--- src/rtl/rpr_pkg.sv ---
package rpr_pkg;
   localparam int RPR_LINES   = 8;
   localparam int RPR_CASCADE = 2;
endpackage

--- src/rtl/rpr_find.sv ---
// Rotated search: returns relative index of first set bit from origin, N if none.
module rpr_find #(
   parameter int N = 8,
   parameter int W = $clog2(N)
) (
   input  logic [N-1:0] vec_i,
   input  logic [W-1:0] origin_i,
   output logic [W:0]   rel_o
);
   logic [N-1:0] rot;
   logic [W-1:0] idx;

   always_comb begin
      rot = '0;
      idx = '0;
      for (int i = 0; i < N; i++) begin
         idx    = W'(i) + origin_i;
         rot[i] = vec_i[idx];
      end
      rel_o = (W+1)'(N);
      for (int i = N - 1; i >= 0; i--) begin
         if (rot[i]) rel_o = (W+1)'(i);
      end
   end
endmodule

--- src/rtl/rpr_gate.sv ---
// Compares pending rank against in-service rank; maps winner to absolute line.
module rpr_gate #(
   parameter int N = 8,
   parameter int W = $clog2(N)
) (
   input  logic [W:0]   req_rel_i,
   input  logic [W:0]   isr_rel_i,
   input  logic [W-1:0] origin_i,
   input  logic         bypass_i,
   output logic         raise_o,
   output logic [W-1:0] line_o
);
   logic [W:0] limit;

   always_comb begin
      limit   = bypass_i ? (W+1)'(N) : isr_rel_i;
      raise_o = (req_rel_i < limit);
      line_o  = raise_o ? W'(req_rel_i + {1'b0, origin_i}) : '0;
   end
endmodule

--- src/rtl/rpr_top.sv ---
module rpr_top
   import rpr_pkg::*;
#(
   parameter int NUM_LINES    = RPR_LINES,
   parameter int CASCADE_LINE = RPR_CASCADE,
   localparam int IDX_W       = $clog2(NUM_LINES)
) (
   input  logic                 clk,
   input  logic                 rst_n,
   input  logic [NUM_LINES-1:0] req_i,
   input  logic [NUM_LINES-1:0] mask_i,
   input  logic [NUM_LINES-1:0] insvc_i,
   input  logic [IDX_W-1:0]     origin_i,
   input  logic                 master_i,
   input  logic                 nest_i,
   input  logic                 smask_i,
   output logic                 irq_o,
   output logic [IDX_W-1:0]     line_o
);
   generate
      if (NUM_LINES < 2 || NUM_LINES != (1 << IDX_W)) begin : g_bad_lines
         $error("rpr_top: NUM_LINES must be a power of two, at least 2");
      end
      if (CASCADE_LINE < 0 || CASCADE_LINE >= NUM_LINES) begin : g_bad_cascade
         $error("rpr_top: CASCADE_LINE out of range");
      end
   endgenerate

   logic [NUM_LINES-1:0] cand;
   logic [NUM_LINES-1:0] isr_eff;
   logic [IDX_W:0]       req_rel;
   logic [IDX_W:0]       isr_rel;
   logic                 raise;
   logic [IDX_W-1:0]     line_d;

   always_comb begin
      cand    = req_i & ~mask_i;
      isr_eff = insvc_i;
      if (master_i && nest_i) isr_eff[CASCADE_LINE] = 1'b0;
   end

   rpr_find #(.N(NUM_LINES), .W(IDX_W)) u_find_req (
      .vec_i(cand), .origin_i(origin_i), .rel_o(req_rel));

   rpr_find #(.N(NUM_LINES), .W(IDX_W)) u_find_isr (
      .vec_i(isr_eff), .origin_i(origin_i), .rel_o(isr_rel));

   rpr_gate #(.N(NUM_LINES), .W(IDX_W)) u_gate (
      .req_rel_i(req_rel), .isr_rel_i(isr_rel), .origin_i(origin_i),
      .bypass_i(smask_i), .raise_o(raise), .line_o(line_d));

   always_ff @(posedge clk or negedge rst_n) begin
      if (!rst_n) begin
         irq_o  <= 1'b0;
         line_o <= '0;
      end else begin
         irq_o  <= raise;
         line_o <= line_d;
      end
   end


   idle_line_zero_chk: assert property (@(posedge clk) disable iff (!rst_n)
      !irq_o |-> (line_o == '0));


   no_cand_no_irq_chk: assert property (@(posedge clk) disable iff (!rst_n)
      (cand == '0) |=> !irq_o);


   empty_isr_raise_chk: assert property (@(posedge clk) disable iff (!rst_n)
      (insvc_i == '0 && cand != '0) |=> irq_o);


   smask_raise_chk: assert property (@(posedge clk) disable iff (!rst_n)
      (smask_i && cand != '0) |=> irq_o);


   winner_pending_chk: assert property (@(posedge clk) disable iff (!rst_n)
      1'b1 |=> (!irq_o || ((($past(cand) >> line_o) & NUM_LINES'(1)) != '0)));


   winner_not_serviced_chk: assert property (@(posedge clk) disable iff (!rst_n)
      (!smask_i && !(master_i && nest_i)) |=>
         (!irq_o || ((($past(insvc_i) >> line_o) & NUM_LINES'(1)) == '0)));
endmodule

--- config.mk ---
export PLATFORM = sky130hd
export DESIGN_NAME = rpr_top
export DESIGN_NICKNAME = d
export VERILOG_FILES = /design/src/rtl/rpr_pkg.sv /design/src/rtl/rpr_find.sv /design/src/rtl/rpr_gate.sv /design/src/rtl/rpr_top.sv
export SDC_FILE = /design/constraint.sdc
export NUM_CORES = 1
export LEC_CHECK = 0
export ABC_CLOCK_PERIOD_IN_PS = 800
export BUFFER_PORTS_ARGS = -buffer_cell sky130_fd_sc_hd__buf_4
export CAP_MARGIN = 40
export CORE_ASPECT_RATIO = 0.7
export CORE_MARGIN = 4
export CORE_UTILIZATION = 40
export CTS_BUF_LIST = sky130_fd_sc_hd__clkbuf_4 sky130_fd_sc_hd__clkbuf_8 sky130_fd_sc_hd__clkbuf_16
export DETAILED_ROUTE_END_ITERATION = 10
export GPL_TIMING_DRIVEN = 0
export SLEW_MARGIN = 20
export SYNTH_ARGS = -nofsm -noshare
export SYNTH_HDL_FRONTEND = slang
export SYNTH_SLANG_ARGS = --single-unit
--- constraint.sdc ---
create_clock -name clk -period 0.8 [get_ports clk]
set_input_delay 0 -clock clk [delete_from_list [all_inputs] [get_ports clk]]
set_output_delay 0 -clock clk [all_outputs]
set_load 0.005 [all_outputs]
==> impl_metrics.json <==
{
  "path_class": "primary input to register",
  "synthMuxAreaShare_pct": 39.79,
  "yosysMostFrequentCell": "mux4_2",
  "max_stage_delay_ps": 480,
  "grt_pass1_vias": 1241,
  "std_cell_rows": 16,
  "synth.area.top_cells": "mux4_2, dfrtp_1, mux2i_1, mux4_1, ha_1",
  "yosys.area_share.simple_pct": 20.82,
  "crit_path_end": "line_o[0]$_DFF_PN0_",
  "fin_ws_ps": -1906,
  "die_w_microns": 74.01,
  "slowest_stage": "mux4_2",
  "io_pins": 36,
  "vias": 1188,
  "layout.nets": 210,
  "route.detailed.drc": 0,
  "drtIter0Drc": 47,
  "timing.final.crit_period_ps": 2706,
  "grt_usage_pct": 17.95,
  "dp_hpwl_mm": 2.763,
  "synthXorXnorAreaFrac_pct": 3.487,
  "grt_pass1_wl_mm": 5.499,
  "p_leak_nw": 0.7857,
  "synth-compound-area-share_pct": 11.79,
  "crit_start": "origin_i[0]",
  "slew_viol_final": 0,
  "synth_edf_count": 0,
  "crit_arrival_ps": 2840,
  "ir_drop_uv": 773.0,
  "overflow": 0,
  "path_buf_inv": 3,
  "cp_data_required_time_ps": 930,
  "drive_gt1_share_pct": 59.17,
  "clockRootBuffer": "clkbuf_8",
  "syn-instance-count": 121,
  "cp_cell_sequence": "buf_8 > buf_12 > buf_8 > mux2_4 > mux4_2 > nor2b_4 > nor2b_1 > o211a_1 > ha_1 > o21ai_1 > nand2b_1 > a21oi_2 > a21oi_1 > a31o_4 > nor3b_2",
  "initial_core_util_pct": 42.61,
  "crit_fanout": 8,
  "cpMostUsedCell": "buf_8",
  "coreArea_sq_um": 2863,
  "htree_levels": 1,
  "routedWlPerCell_microns": 16.75,
  "synth.distinct_cells": 45,
  "globalplace.congestion": 0.8667,
  "hold_violations": 0,
  "start_kind": "primary input",
  "crit_family": "compound AO/OA/AOI/OAI gates",
  "yosysTopAreaCell": "mux4_2",
  "yosysTopAreaCellShare_pct": 20.31,
  "status": "finished, violations left",
  "synth_nets": 160,
  "postLayoutCoreUtil_pct": 65.38,
  "ant_nets": 0,
  "port_buffers": 34,
  "yosysWarnings": 0,
  "synth_common_cells": "mux4_2, nand2b_1, mux2i_1, inv_1, nand2_1",
  "clock-sinks": 4,
  "worst_slew_pin_slew_ps": 486.9,
  "syn_area_sq_um": 1220,
  "cp.depth": 15,
  "cap_violations": 0,
  "clock.fmax_mhz": 369.5,
  "setup.worst_path.end_class": "register",
  "routed_wirelength_mm": 3.433,
  "rsz0062_at_grt": "yes",
  "setup_viol": 4,
  "viasPerCell": 5.795,
  "powerDensity_nw_per_um2": 1381,
  "clk_pin_slew_ps": 30,
  "synth_top_family_by_area": "multiplexers",
  "clock_path_buffers": 2,
  "ys_ff_latch": 4,
  "num_antenna_cells": 0,
  "cts_tree": "done",
  "area_growth_pct": 53.44,
  "holdCritPathClass": "primary input to async pin",
  "die_h_microns": 54.21,
  "dr.pass1.iters": 4,
  "ys_seq_area_share_pct": 8.205,
  "ys.flop_type": "dfrtp_1",
  "violations": "negative setup slack",
  "whs_ps": 121.4,
  "period_share_pct": 338.3,
  "synth_fa_ha_area_share_pct": 7.795,
  "numCtsBuffers": 3,
  "avgSynthCellArea_sq_um": 10.08,
  "n_fill_cell": 221,
  "grt_max_degree": 11,
  "antenna_found_initial": 0,
  "ys_async_sr_fraction_pct": 100.0,
  "die_area_sq_um": 4011,
  "slew_headroom_pct": 67.10
}
==> timing repair <==
action                                  CTS  global route
buffers inserted                         10             1
endpoints found under the setup margin    4             4
hold endpoints to repair                  4             0
hold buffers                              1             0
pin swaps                                10             2
gates resized for setup                  12             9
==> logic make-up after synthesis <==
group / count (synthesis)
simple gates: 43
xor+xnor: 4
compound gates: 20
flops: 4
buf+inv: 14
mux: 29
fa+ha+maj: 7
==> sequential cells by signal, indices dropped and copies added (netlist names) <==
| signal | count |
|---|---|
| irq_o | 1 |
| line_o | 3 |
==> per-layer routing <==
layer	part of all wire [%]	track usage, %	wire length, microns	up-vias
met5	0	0	0	-
met4	0	1.807	0	0
met3	6.2	2.052	212	0
met2	50	32.50	1702	39
met1	44	23.92	1518	579
li1	-	-	-	570
==> cell type report <==
| cell class | count | area, sq um | share of cell area, % |
|---|---|---|---|
| multi-input combinational | 103 | 1210 | 64.64 |
| timing repair buffer | 46 | 355.3 | 18.98 |
| sequential | 4 | 100.1 | 5.348 |
| buffer | 5 | 80.08 | 4.278 |
| tap | 36 | 45.04 | 2.406 |
| clock buffer | 3 | 41.29 | 2.206 |
| inverter | 8 | 40.04 | 2.139 |
==> power by group <==
group / total, mW / switching, mW / internal [mW]
registers: 0.318 / 0.0243 / 0.293
clock network: 0.413 / 0.0930 / 0.320
logic: 1.85 / 0.826 / 1.03
total: 2.58 / 0.943 / 1.64
==> worst min path at each step <==
stage                                endpoint  slack, ps
after CTS                 line_o[1]$_DFF_PN0_        120
after floorplan               irq_o$_DFF_PN0_       -300
after global routing      line_o[1]$_DFF_PN0_        130
final                     line_o[1]$_DFF_PN0_        120
after detailed placement  line_o[1]$_DFF_PN0_       -200
after global placement    line_o[1]$_DFF_PN0_       -210
==> through the flow <==
| step | std cells | total power [mW] | worst slack (ps) | TNS, ps | instance area (sq um) |
|---|---|---|---|---|---|
| finish | 205 | 2.584 | -1906 | -7398 | 1872 |
| global route | 205 | 2.777 | -2029 | -7859 | 1872 |
| global placement | 191 | 1.802 | -2304 | -8963 | 1628 |
| floorplan | 121 | 1.378 | -1871 | -7246 | 1328 |
| detailed placement | 191 | 1.840 | -2329 | -9024 | 1628 |
| CTS | 204 | 2.451 | -1853 | -7292 | 1797 |
==> cells in the final DEF, fill, tap and decap left out, types with 2 or more instances in the layout <==
master	count
nor2b_1	3
buf_8	2
nand4_1	2
nor2b_2	2
nor2_1	6
buf_12	2
mux4_2	13
nor3_2	2
dfrtp_1	4
a21oi_1	3
nand2b_1	9
mux2_2	5
mux2i_2	3
mux2i_1	4
nand2_1	7
clkbuf_8	4
o21ai_1	2
ha_1	4
o21ai_0	3
xnor2_4	2
a21oi_2	2
buf_4	44
inv_1	6
nand3_1	2
ha_4	2
Note: power is estimated with default switching activity, not from simulation.
